## src/rtl/wrs_pkg.sv

```systemverilog
package wrs_pkg;
  localparam int INSTR_W = 32;
  localparam int CAUSE_W = 5;
  localparam int PRIV_W  = 2;

  localparam logic [6:0]  OPC_SYSTEM = 7'h73;
  localparam logic [11:0] F12_NTO    = 12'h00D;
  localparam logic [11:0] F12_STO    = 12'h01D;

  localparam logic [CAUSE_W-1:0] CAUSE_ILLEGAL = 5'd2;
  localparam logic [CAUSE_W-1:0] CAUSE_VIRT    = 5'd22;

  localparam logic [PRIV_W-1:0] PRIV_M = 2'b11;

  typedef enum logic [1:0] {
    TK_NONE = 2'd0,
    TK_ILL  = 2'd1,
    TK_VIRT = 2'd2
  } trap_kind_t;

  typedef enum logic {
    ST_IDLE = 1'b0,
    ST_WAIT = 1'b1
  } wrs_state_t;
endpackage

```

## src/rtl/wrs_decode.sv

```systemverilog
module wrs_decode
  import wrs_pkg::*;
(
  input  logic [INSTR_W-1:0] instr_i,
  output logic               hit_o,
  output logic               sto_o
);
  logic zero_fields;
  logic opc_ok;
  logic is_nto;
  logic is_sto;

  always_comb begin
    opc_ok      = (instr_i[6:0] == OPC_SYSTEM);
    zero_fields = (instr_i[19:7] == 13'd0);
    is_nto      = (instr_i[31:20] == F12_NTO);
    is_sto      = (instr_i[31:20] == F12_STO);
    hit_o       = opc_ok && zero_fields && (is_nto || is_sto);
    sto_o       = is_sto;
  end
endmodule

```

## src/rtl/wrs_trap_sel.sv

```systemverilog
module wrs_trap_sel
  import wrs_pkg::*;
(
  input  logic              sto_i,
  input  logic [PRIV_W-1:0] priv_i,
  input  logic              virt_i,
  input  logic              tw_mach_i,
  input  logic              tw_hyp_i,
  output trap_kind_t        kind_o
);
  logic below_m;

  always_comb begin
    below_m = (priv_i != PRIV_M);
    kind_o  = TK_NONE;
    if (!sto_i && below_m) begin
      if (tw_mach_i) begin
        kind_o = TK_ILL;
      end else if (virt_i && tw_hyp_i) begin
        kind_o = TK_VIRT;
      end
    end
  end
endmodule

```

## src/rtl/wrs_cycle_timer.sv

```systemverilog
module wrs_cycle_timer #(
  parameter int LIMIT = 64
) (
  input  logic clk,
  input  logic rst_n,
  input  logic clr_i,
  input  logic en_i,
  output logic expired_o
);
  localparam int CNT_W = (LIMIT > 2) ? $clog2(LIMIT) : 1;
  localparam logic [CNT_W-1:0] LAST = CNT_W'(LIMIT - 1);

  logic [CNT_W-1:0] cnt_q;
  logic [CNT_W-1:0] cnt_d;
  logic             cnt_en;

  always_comb begin
    expired_o = (cnt_q == LAST);
    cnt_en    = clr_i || (en_i && !expired_o);
    cnt_d     = clr_i ? '0 : cnt_q + 1'b1;
  end

  always_ff @(posedge clk or negedge rst_n) begin
    if (!rst_n) begin
      cnt_q <= '0;
    end else if (cnt_en) begin
      cnt_q <= cnt_d;
    end
  end

  AST_CNT_RANGE: assert property (@(posedge clk) disable iff (!rst_n)
    cnt_q <= LAST);
endmodule

```

## src/rtl/wrs_stall_ctrl.sv

```systemverilog
module wrs_stall_ctrl
  import wrs_pkg::*;
#(
  parameter int IRQ_W      = 16,
  parameter int STO_CYCLES = 64,
  parameter int TW_CYCLES  = 1024
) (
  input  logic                 clk,
  input  logic                 rst_n,
  input  logic                 issue_valid_i,
  input  logic [31:0]          instr_i,
  input  logic                 resv_valid_i,
  input  logic [IRQ_W-1:0]     irq_pend_i,
  input  logic                 early_exit_i,
  input  logic [1:0]           priv_i,
  input  logic                 virt_i,
  input  logic                 tw_mach_i,
  input  logic                 tw_hyp_i,
  output logic                 stall_o,
  output logic                 done_o,
  output logic                 exc_o,
  output logic [4:0]           exc_cause_o
);
  wrs_state_t state_q, state_d;
  logic       sto_q, sto_d;
  trap_kind_t kind_q, kind_d;

  logic       dec_hit, dec_sto;
  trap_kind_t issue_kind;
  logic       issue_hit;
  logic       stop_now;
  logic       sto_exp, tw_exp;
  logic       end_wait, trap_now;
  logic       capture;
  logic       waiting;

  wrs_decode u_decode (
    .instr_i (instr_i),
    .hit_o   (dec_hit),
    .sto_o   (dec_sto)
  );

  wrs_trap_sel u_trap_sel (
    .sto_i     (dec_sto),
    .priv_i    (priv_i),
    .virt_i    (virt_i),
    .tw_mach_i (tw_mach_i),
    .tw_hyp_i  (tw_hyp_i),
    .kind_o    (issue_kind)
  );

  // Short-timeout counter runs only for the bounded form.
  wrs_cycle_timer #(.LIMIT(STO_CYCLES)) u_sto_timer (
    .clk       (clk),
    .rst_n     (rst_n),
    .clr_i     (capture),
    .en_i      (waiting && sto_q),
    .expired_o (sto_exp)
  );

  // Bound counter runs only when a trap is armed.
  wrs_cycle_timer #(.LIMIT(TW_CYCLES)) u_tw_timer (
    .clk       (clk),
    .rst_n     (rst_n),
    .clr_i     (capture),
    .en_i      (waiting && (kind_q != TK_NONE)),
    .expired_o (tw_exp)
  );

  always_comb begin
    waiting   = (state_q == ST_WAIT);
    issue_hit = issue_valid_i && dec_hit && !waiting;
    stop_now  = !resv_valid_i || (|irq_pend_i) || early_exit_i;
    end_wait  = stop_now || (sto_q && sto_exp);
    trap_now  = !end_wait && (kind_q != TK_NONE) && tw_exp;

    state_d     = state_q;
    sto_d       = sto_q;
    kind_d      = kind_q;
    capture     = 1'b0;
    stall_o     = 1'b0;
    done_o      = 1'b0;
    exc_o       = 1'b0;
    exc_cause_o = '0;

    if (!waiting) begin
      if (issue_hit) begin
        if (stop_now) begin
          done_o = 1'b1;
        end else begin
          stall_o = 1'b1;
          capture = 1'b1;
          state_d = ST_WAIT;
          sto_d   = dec_sto;
          kind_d  = issue_kind;
        end
      end
    end else begin
      if (end_wait) begin
        done_o  = 1'b1;
        state_d = ST_IDLE;
      end else if (trap_now) begin
        exc_o       = 1'b1;
        exc_cause_o = (kind_q == TK_VIRT) ? CAUSE_VIRT : CAUSE_ILLEGAL;
        state_d     = ST_IDLE;
      end else begin
        stall_o = 1'b1;
      end
    end
  end

  always_ff @(posedge clk or negedge rst_n) begin
    if (!rst_n) begin
      state_q <= ST_IDLE;
      sto_q   <= 1'b0;
      kind_q  <= TK_NONE;
    end else begin
      state_q <= state_d;
      if (capture) begin
        sto_q  <= sto_d;
        kind_q <= kind_d;
      end
    end
  end

  AST_ONE_RESULT: assert property (@(posedge clk) disable iff (!rst_n)
    !(done_o && exc_o));
  AST_STALL_DROPS: assert property (@(posedge clk) disable iff (!rst_n)
    (done_o || exc_o) |-> !stall_o);
  AST_RESV_ENDS: assert property (@(posedge clk) disable iff (!rst_n)
    (waiting && !resv_valid_i) |-> done_o);
  AST_IRQ_ENDS: assert property (@(posedge clk) disable iff (!rst_n)
    (waiting && (|irq_pend_i)) |-> done_o);
  AST_EXIT_ENDS: assert property (@(posedge clk) disable iff (!rst_n)
    (waiting && early_exit_i) |-> done_o);
  AST_STO_NO_TRAP: assert property (@(posedge clk) disable iff (!rst_n)
    exc_o |-> !sto_q);
  AST_CAUSE_LEGAL: assert property (@(posedge clk) disable iff (!rst_n)
    exc_o |-> (exc_cause_o == CAUSE_ILLEGAL || exc_cause_o == CAUSE_VIRT));
  AST_RESULT_LEAVES: assert property (@(posedge clk) disable iff (!rst_n)
    (done_o || exc_o) |=> (state_q == ST_IDLE));
endmodule

```

## config.mk

```make
export PLATFORM = sky130hd
export DESIGN_NAME = wrs_stall_ctrl
export DESIGN_NICKNAME = d
export VERILOG_FILES = /design/src/rtl/wrs_pkg.sv /design/src/rtl/wrs_decode.sv /design/src/rtl/wrs_trap_sel.sv /design/src/rtl/wrs_cycle_timer.sv /design/src/rtl/wrs_stall_ctrl.sv
export SDC_FILE = /design/constraint.sdc
export NUM_CORES = 1
export LEC_CHECK = 0
export BUFFER_PORTS_ARGS = -buffer_cell sky130_fd_sc_hd__buf_4
export CORE_ASPECT_RATIO = 0.5
export CORE_MARGIN = 2
export CORE_UTILIZATION = 49
export CTS_CLUSTER_DIAMETER = 150
export DETAILED_ROUTE_END_ITERATION = 10
export GPL_ROUTABILITY_DRIVEN = 0
export PLACE_DENSITY = 0.84
export SYNTH_ARGS = -nofsm -noshare
export SYNTH_HDL_FRONTEND = slang
export SYNTH_SLANG_ARGS = --single-unit
```

## constraint.sdc

```tcl
create_clock -name clk -period 3.5 [get_ports clk]
set_input_delay 0.175 -clock clk [delete_from_list [all_inputs] [get_ports clk]]
set_output_delay 0.175 -clock clk [all_outputs]
set_load 0.005 [all_outputs]
```

==> impl_metrics.json, run 1 <==
{
  "tritoncts": "done",
  "drtIter0Drc": 77,
  "grt_pass1_vias": 1244,
  "hold_path_class": "in -> reg",
  "fp.dieW_um": 78.4,
  "layout.nets": 273,
  "cp_data_arrival_time_ns": 2.12,
  "finish.instance_area_mm2": 0.00190,
  "core_area_mm2": 0.00262,
  "cts-resized-gates": 0,
  "synth.area.top_cells": "dfrtp_1 (37%), nor2_1 (5.3%), xnor2_1 (3.9%)",
  "synth.most_common_cell": "dfrtp_1",
  "fp.dieArea_mm2": 0.00323,
  "clock_sink_count": 20,
  "synth_top_area_share_pct": 36.9,
  "area_growth_pct": 39.9,
  "yosysUniqueCellTypes": 43,
  "yosysWarnings": 0,
  "grt_pass1_wl_um": 5310,
  "min_period_over_period_pct": 65.6,
  "worst_hold_slack_ns": 0.291,
  "maxSlewHeadroom_pct": 57.8,
  "power_mw": 0.443,
  "synthTopCellsByCount": "dfrtp_1 (20), nor2_1 (19), nand2_1 (11), nand3_1 (7)",
  "antenna_found_initial": 0,
  "drc": 0,
  "fin_cells": 248,
  "critPathCaptureType": "output pin",
  "row_count": 13,
  "drt-total-wl_um": 3500,
  "outcome": "finished, final reports clean",
  "drv_cap": 0,
  "crit_type": "reg -> out",
  "dp_slack_ns": 1.51,
  "syn_inst": 148,
  "powerDensity_mw_per_mm2": 234,
  "wire_per_inst_um": 14.1,
  "drt-pass1-iter-count": 4,
  "rsz0062_at_grt": "false",
  "path_clk_slew_ns": 0.07,
  "worst_slack_ns": 1.21,
  "yosysSeqAreaShare_pct": 36.9,
  "cts_inserted_buffers": 3,
  "min_period_ns": 2.29,
  "cts.htree.levels": 1,
  "ir_worst_vdd_mv": 0.178,
  "final_core_util_pct": 72.4,
  "grt_max_degree": 21,
  "drv_slew": 0,
  "yosys_most_used_dff": "dfrtp_1",
  "synthArstFlopShare_pct": 100,
  "fin_skew_ns": 0.00171,
  "cts_max_path_buffers": 2,
  "portBuffers": 63,
  "tightestPinTransition_ns": 0.617,
  "placed_cells": 244,
  "ys_seq_elements": 20,
  "io_pins": 66,
  "fin_setup_tns_ns": 0,
  "hpwl_um": 2730,
  "antenna_cells": 0,
  "hold_buffers": 1,
  "yosys.area.top_type": "dfrtp_1",
  "worst_setup_path_start_kind": "register",
  "worstPathMaxFanout": 8,
  "drive_gt1_share_pct": 35.5,
  "routed-via-count": 1414,
  "place_area_mm2": 0.00184,
  "insertion_delay_ns": 0.25,
  "grt-ovfl-total": 0,
  "leakage_nw": 0.865,
  "fmax_mhz": 436,
  "crit_required_ns": 3.32,
  "drtAntennaViolNets": 0,
  "synth_edf_count": 0,
  "initial_utilization_pct": 51.7,
  "cts_root_buf": "clkbuf_8",
  "hold_viol": 0,
  "routed_via_density": 5.70,
  "avgSynthCellArea_um2": 9.16,
  "globalRouteTotalUtil_pct": 21.5,
  "cts_setup_buffers": 0,
  "syn_area_mm2": 0.00136,
  "setup_viol": 0,
  "die_y_um": 41.2
}
==> registers in the layout, indices dropped and copies added (netlist names) <==
signal and count:
u_sto_timer.cnt_q 6, state_q 1, u_tw_timer.cnt_q 10, sto_q 1, kind_q 2
==> worst paths after layout <==
kind | start | to | slack (ns) | cells after the start
max | u_tw_timer.cnt_q[0] | exc_cause_o[2] | 1.21 | 5
min | instr_i[31] | sto_q | 0.29 | 4
max reg2reg | state_q | kind_q[1] | 1.60 | 5
min reg2reg | u_tw_timer.cnt_q[8] | u_tw_timer.cnt_q[8] | 0.56 | 1
max in group asynchronous | rst_n | u_tw_timer.cnt_q[4] | 2.97 | 2
min in group asynchronous | rst_n | u_tw_timer.cnt_q[8] | 0.33 | 2
==> cells in the final DEF, fill, tap and decap left out, types with 4 or more instances in the layout <==
cell      Yosys  layout
a211oi_1      4       4
a21oi_1       6       6
buf_4         5      64
dfrtp_1      20      20
nand2_1      11      11
nand3_1       7       7
nand4_1       6       6
nor2_1       19      19
nor3_1        5       5
nor4_1        6       6
nor4b_1       5       5
o31ai_1       5       5
xnor2_1       6       6
==> worst max-delay path, stage by stage (launching register included) <==
cell and delay (ns):
dfrtp_1 0.38, ha_1 0.20, nand3_1 0.23, or3_1 0.49, nor4_1 0.39, buf_4 0.18
==> logic make-up (layout without fill, tap and decap cells) <==
logic type,Yosys count,in the layout,synth area share (%)
and+or+nand+nor,82,82,36.8
AOI/OAI and AO/OA,23,23,11.5
DFF,20,20,36.9
buffers and inverters,8,70,3.60
xor gates and xnor gates,7,7,4.52
muxes,5,5,4.43
adders and majority gates,2,2,1.85
other,1,2,0.277
==> where the power goes <==
group	switching, mW	total, mW	leakage (nW)	internal [mW]
Sequential	0.0000000000000000593	0.231	0.191	0.231
Clock	0.0711	0.148	0.0216	0.0766
Combinational	0.0188	0.0646	0.653	0.0459
==> final cells by class <==
| cell class | count | area (um^2) |
|---|---|---|
| timing repair buffer | 65 | 490 |
| sequential | 20 | 500 |
| multi-input combinational | 121 | 810 |
| fill | 209 | 723 |
| tap | 37 | 46.3 |
| inverter | 2 | 7.51 |
| clock buffer | 3 | 41.3 |
==> layer usage <==
metal | GRT usage, % | vias up | share of wire, %
met4 | 4.39 | 0 | 0.57
met5 | 0 | - | 0
met1 | 24.6 | 655 | 39
met2 | 44.6 | 70 | 52
li1 | - | 687 | -
met3 | 4.41 | 2 | 7.5
No activity file was read; power rests on OpenSTA's default activity.
==> run 2, diff against run 1 <==
--- a/config.mk
+++ b/config.mk
@@ -5,14 +5,15 @@
 export SDC_FILE = /design/constraint.sdc
 export NUM_CORES = 1
 export LEC_CHECK = 0
+export ABC_AREA = 1
 export BUFFER_PORTS_ARGS = -buffer_cell sky130_fd_sc_hd__buf_4
 export CORE_ASPECT_RATIO = 0.5
 export CORE_MARGIN = 2
-export CORE_UTILIZATION = 49
+export CORE_UTILIZATION = 43
 export CTS_CLUSTER_DIAMETER = 150
 export DETAILED_ROUTE_END_ITERATION = 10
 export GPL_ROUTABILITY_DRIVEN = 0
-export PLACE_DENSITY = 0.84
+export PLACE_DENSITY = 0.76
 export SYNTH_ARGS = -nofsm -noshare
 export SYNTH_HDL_FRONTEND = slang
 export SYNTH_SLANG_ARGS = --single-unit
==> constraint.sdc (replaced) <==
create_clock -name clk -period 2 [get_ports clk]
set_input_delay 0.1 -clock clk [delete_from_list [all_inputs] [get_ports clk]]
set_output_delay 0.1 -clock clk [all_outputs]
set_load 0.005 [all_outputs]
==> impl_metrics.json, run 2 <==
{
  "outcome": "finished, final reports clean",
  "wire_per_inst_um": 9.58,
  "pwr-share-comb_pct": 14.5,
  "p_sw_mw": 0.183,
  "min_period_over_period_pct": 93.3,
  "globalRouteTotalUtil_pct": 18.6,
  "area_growth_pct": 39.0,
  "r2r-end": "u_sto_timer.cnt_q[4]",
  "p_seq_share_pct": 43.0,
  "switching_share_pct": 19.5,
  "rrSetupSlack_ns": 0.49,
  "drive_gt1_share_pct": 27.3,
  "worstPathMaxFanout": 3,
  "crit_required_ns": 1.90,
  "fin_skew_ns": 0.00483,
  "place_area_mm2": 0.00207,
  "synthArstFlopShare_pct": 100,
  "min_period_ns": 1.87,
  "portBuffers": 63,
  "hold_viol": 0,
  "whs_endpoint": "sto_q",
  "powerDensity_mw_per_mm2": 432,
  "r2r_start": "u_sto_timer.cnt_q[0]",
  "critPathCaptureType": "output pin",
  "final_core_util_pct": 63.0,
  "yosysUniqueCellTypes": 24,
  "fp.dieArea_mm2": 0.00416,
  "top_register": "u_tw_timer.cnt_q",
  "hold_path_class": "in -> reg",
  "layout.nets": 387,
  "fp.dieW_um": 89.3,
  "cts_root_buf": "clkbuf_8",
  "routed_via_density": 4.45,
  "largest_reg_flops": 10,
  "yosysSeqAreaShare_pct": 32.0,
  "nFillCells": 331,
  "hpwl_um": 2950,
  "synthTopCellsByCount": "nor2_1 (73), nand2_1 (69), inv_1 (36), nand3_1 (21), dfrtp_1 (20)",
  "top_regs": "u_tw_timer.cnt_q: 10 flops, u_sto_timer.cnt_q: 6 flops, kind_q: 2 flops",
  "grt_pass1_vias": 1477,
  "finish.instance_area_mm2": 0.00217,
  "cts.htree.levels": 1,
  "cts_max_path_buffers": 2,
  "yosys.area.top_type": "dfrtp_1",
  "ys_seq_elements": 20,
  "initial_utilization_pct": 45.3,
  "avgSynthCellArea_um2": 6.02,
  "routed-via-count": 1677,
  "worst_setup_path_start_kind": "register",
  "grt-ovfl-total": 0,
  "synth.most_common_cell": "nor2_1",
  "drc": 0,
  "leakage_nw": 1.20,
  "insertion_delay_ns": 0.26,
  "cts_inserted_buffers": 3,
  "grt_max_degree": 21,
  "antenna_cells": 0,
  "path_clk_slew_ns": 0.07,
  "drt-total-wl_um": 3610,
  "synth_top_area_share_pct": 32.0,
  "core_area_mm2": 0.00345,
  "power_mw": 0.940,
  "rsz0062_at_grt": "false",
  "tritoncts": "done",
  "ff2ff_path_depth": 10,
  "holdPathStages": 5,
  "drt-pass1-iter-count": 6,
  "clkPwrFrac_pct": 42.6,
  "fin_setup_tns_ns": 0,
  "drtIter0Drc": 62,
  "final_common_cell": "nor2_1",
  "p_int_mw": 0.757,
  "setup_viol": 0,
  "io_pins": 66,
  "ir_worst_vdd_mv": 0.204,
  "yosysWarnings": 0,
  "drtAntennaViolNets": 0,
  "most-common-layout-cells": "nor2_1 (72), nand2_1 (68), buf_4 (64), inv_1 (36), nand3_1 (21)",
  "synth.area.top_cells": "dfrtp_1 (32%), nor2_1 (18%), nand2_1 (17%)",
  "synth_edf_count": 0,
  "worstHoldStart": "instr_i[24]",
  "syn_area_mm2": 0.00156,
  "antenna_found_initial": 0,
  "grt_pass1_wl_um": 6040,
  "drv_cap": 0,
  "crit_type": "reg -> out",
  "syn_inst": 260,
  "die_y_um": 46.6,
  "fmax_mhz": 536,
  "clock_sink_count": 20,
  "drv_slew": 0,
  "row_count": 15,
  "yosys_most_used_dff": "dfrtp_1",
  "cp_data_arrival_time_ns": 1.77
}
[run 2: cell count changes after synthesis, sizes merged, moves of 4 or more]
cell,change
nand2,+62
nor2,+59
inv,+40
nand3,+15
nor4,-9
nor4b,-6
xnor2,-6
o31ai,-5
a211oi,-4
a21oi,-4
nand4,-4
[run 2: final cells by class]
type	instances	area, um^2	share of cell area (%)
Tap cell	51	63.8	2.93
Clock buffer	3	41.3	1.90
Timing Repair Buffer	65	490	22.6
Clock inverter	1	30.0	1.38
Sequential cell	20	500	23.0
Multi-Input combinational cell	195	891	41.0
Inverter	42	158	7.25
[run 2: what timing repair did]
item | 4_1_cts | 5_1_grt
resized for setup | 0 | 3
hold buffers | 1 | 0
endpoints found under the setup margin | 0 | 4
buffers inserted | 0 | 1
hold endpoints to repair | 20 | 0
[run 2: cells by family (layout without fill, tap and decap cells)]
kind of cell             after synthesis  in the layout  share of synthesized area, %
AO/OA/AOI/OAI                          4              4                          1.68
XOR/XNOR                               3              3                          1.68
adder cells (fa/ha/maj)                2              2                          1.60
buffers and inverters                 46            111                          12.0
flip-flops                            20             20                          32.0
other                                  1              2                         0.240
AND/OR/NAND/NOR                      184            184                          50.8
[run 2: power groups by stage]
| stage | logic (mW) | registers (mW) | clock network (mW) |
|---|---|---|---|
| after global placement | 0.132 | 0.412 | 0 |
| final | 0.136 | 0.404 | 0.400 |
| after global routing | 0.154 | 0.404 | 0.435 |
| after detailed placement | 0.135 | 0.412 | 0 |
| after CTS | 0.137 | 0.404 | 0.412 |
| after floorplan | 0.0347 | 0.412 | 0 |
[run 2: how the worst max path moves through the flow]
stage	start	end	slack (ns)
final	u_tw_timer.cnt_q[1]	exc_cause_o[4]	0.13
after global routing	u_tw_timer.cnt_q[1]	exc_cause_o[4]	0.009
after CTS	u_sto_timer.cnt_q[0]	exc_cause_o[4]	0.07
after detailed placement	u_sto_timer.cnt_q[0]	exc_cause_o[4]	0.37
after global placement	u_tw_timer.cnt_q[0]	exc_cause_o[2]	0.43
after floorplan	u_tw_timer.cnt_q[0]	exc_cause_o[4]	0.46
[run 2: worst max-delay path, cell delays in order, from the launching register on]
cell,delay [ns]
dfrtp_1,0.37
ha_1,0.17
nand2_1,0.11
nor2_4,0.13
nand3_2,0.13
or2_4,0.27
nor3_4,0.19
buf_4,0.14
[run 2: per-layer routing]
metal  track usage (%)  vias up  wire, um
met5                 0        -         0
met4              3.58        0        29
met3              3.58        5       184
met2              32.3       48      1690
met1              24.7      718      1710
li1                  -      906         -
[run 2: metrics by stage]
stage	hold slack, ns	worst slack, ns	instances
after floorplan	-0.196	0.457	261
after global placement	-0.00658	0.434	371
after detailed placement	-0.000424	0.371	371
after CTS	0.173	0.0719	376
after global routing	0.205	0.00902	377
final	0.178	0.133	377
==> run 3, diff against run 2 <==
--- a/config.mk
+++ b/config.mk
@@ -13,6 +13,7 @@
 export CTS_CLUSTER_DIAMETER = 150
 export DETAILED_ROUTE_END_ITERATION = 10
 export GPL_ROUTABILITY_DRIVEN = 0
+export HOLD_SLACK_MARGIN = 0.06
 export PLACE_DENSITY = 0.76
 export SYNTH_ARGS = -nofsm -noshare
 export SYNTH_HDL_FRONTEND = slang
==> constraint.sdc (replaced) <==
create_clock -name clk -period 2 [get_ports clk]
set_input_delay 0.1 -clock clk [delete_from_list [all_inputs] [get_ports clk]]
set_output_delay 0.1 -clock clk [all_outputs]
set_load 0.02 [all_outputs]
==> impl_metrics.json, run 3 (synthesized netlist as in run 2, its figures left out) <==
{
  "io_pins": 66,
  "p_sw_mw": 0.186,
  "crit_family": "simple AND/OR/NAND/NOR gates",
  "r2r-end": "u_sto_timer.cnt_q[5]",
  "final_common_cell": "nor2_1",
  "layout.nets": 388,
  "drv_cap": 0,
  "area_growth_pct": 39.3,
  "cpPeakStageDelay_ns": 0.39,
  "grt_pass1_vias": 1442,
  "clkPwrFrac_pct": 36.3,
  "hpwl_um": 2940,
  "worst_setup_path_start_kind": "register",
  "cts.htree.levels": 1,
  "grt-ovfl-total": 0,
  "drtAntennaViolNets": 0,
  "row_count": 15,
  "die_y_um": 46.6,
  "powerDensity_mw_per_mm2": 391,
  "cts_max_path_buffers": 2,
  "antenna_cells": 0,
  "power_mw": 0.852,
  "min_period_ns": 1.88,
  "drc": 0,
  "timing.critical_path.buf_inv": 1,
  "routed-via-count": 1673,
  "critPathLaunch": "u_tw_timer.cnt_q[0]",
  "fp.dieW_um": 89.3,
  "drtIter0Drc": 47,
  "antenna_found_initial": 0,
  "tritoncts": "done",
  "portBuffers": 63,
  "p_seq_share_pct": 47.5,
  "rrSetupSlack_ns": 0.49,
  "path_clk_slew_ns": 0.07,
  "path_cells": "ha_1 > nand2_1 > nor2_4 > nand3_2 > or2_4 > nor2_1 > buf_4",
  "grt_max_degree": 21,
  "insertion_delay_ns": 0.26,
  "hold_viol": 0,
  "fp.dieArea_mm2": 0.00416,
  "switching_share_pct": 21.9,
  "largest_reg_flops": 10,
  "most-common-layout-cells": "nor2_1 (72), nand2_1 (67), buf_4 (63), inv_1 (36), nand3_1 (21)",
  "crit_type": "reg -> out",
  "pwr-share-comb_pct": 16.2,
  "r2r_start": "u_sto_timer.cnt_q[0]",
  "wire_per_inst_um": 9.51,
  "core_area_mm2": 0.00345,
  "cp.depth": 7,
  "cts_inserted_buffers": 3,
  "initial_utilization_pct": 45.3,
  "min_period_over_period_pct": 93.9,
  "grt_pass1_wl_um": 6000,
  "drt-total-wl_um": 3600,
  "top_register": "u_tw_timer.cnt_q",
  "fin_skew_ns": 0.00162,
  "drive_gt1_share_pct": 28.1,
  "regArea_um2": 500,
  "cp_slowest_cell": "dfrtp_1",
  "critPathCapture": "exc_o",
  "ff2ff_path_depth": 10,
  "crit_required_ns": 1.90,
  "critPathCaptureType": "output pin",
  "ir_worst_vdd_mv": 0.207,
  "rsz0062_at_grt": "false",
  "worstPathMaxFanout": 3,
  "drt-pass1-iter-count": 5,
  "clock_sink_count": 20,
  "multi_input_area_um2": 896,
  "hold_path_class": "in -> reg",
  "fin_setup_tns_ns": 0,
  "outcome": "finished, final reports clean",
  "nFillCells": 343,
  "top_regs": "u_tw_timer.cnt_q: 10 flops, u_sto_timer.cnt_q: 6 flops, kind_q: 2 flops",
  "cts_root_buf": "clkbuf_8",
  "routed_via_density": 4.43,
  "drv_slew": 0,
  "p_int_mw": 0.665,
  "cp_data_arrival_time_ns": 1.78,
  "globalRouteTotalUtil_pct": 18.7,
  "final_core_util_pct": 63.1,
  "setup_viol": 0,
  "leakage_nw": 1.20,
  "fmax_mhz": 533
}
run 3: changes by cell type in the layout (fill, tap and decap cells not counted), sizes merged:
cell,delta
bufinv,-1
buf,+1
clkbuf,+1
run 3: what timing repair did:
action,in CTS,in global routing
hold buffers,1,0
gates resized for setup,0,7
endpoints found under the setup margin,0,4
setup buffers,0,2
hold endpoints to repair,20,0
run 3: routing by layer:
layer	GRT usage, %	vias up	share of wire, %
met1	24.9	718	48
met3	3.58	2	4.9
li1	-	911	-
met4	3.58	0	0.53
met2	32.3	42	46
met5	0	-	0
run 3: worst min-delay path by stage:
stage                            from                    to  slack (ns)  cells past startpoint
final                     instr_i[24]                 sto_q        0.18                      5
after global routing           virt_i             kind_q[1]        0.20                      5
after CTS                 instr_i[24]                 sto_q        0.18                      5
after detailed placement        rst_n  u_sto_timer.cnt_q[3]      -0.002                      1
after global placement          rst_n  u_sto_timer.cnt_q[0]      -0.005                      1
after floorplan                 rst_n             kind_q[0]       -0.20                      0
run 3: layout make-up:
| type | instances | area share, % |
|---|---|---|
| Multi-Input combinational cell | 195 | 41.1 |
| Clock buffer | 4 | 2.53 |
| Sequential cell | 20 | 23.0 |
| Inverter | 42 | 7.24 |
| Timing Repair Buffer | 66 | 23.2 |
| Tap cell | 51 | 2.93 |
run 3: tightest hold or removal path: stages:
cell and delay (ns):
buf_4 0.11, inv_1 0.04, nor2_1 0.04, nand3_1 0.06, nand2_1 0.05
run 3: power groups by stage:
stage          Clock (mW)  Combinational (mW)  Sequential [mW]
2_1_floorplan           0              0.0373            0.412
4_1_cts             0.319               0.140            0.404
6_report            0.310               0.138            0.404
3_5_place_dp            0               0.138            0.412
5_1_grt             0.343               0.156            0.404
3_3_place_gp            0               0.135            0.412
run 3: through the flow:
step                hold WS (ns)  area, um^2  cells  setup slack [ns]
floorplan                 -0.196        1570    261             0.213
global placement        -0.00528        2070    371             0.402
detailed placement      -0.00219        2070    371             0.320
CTS                        0.176        2140    376            0.0223
global route               0.200        2180    378            0.0111
finish                     0.178        2180    378             0.122
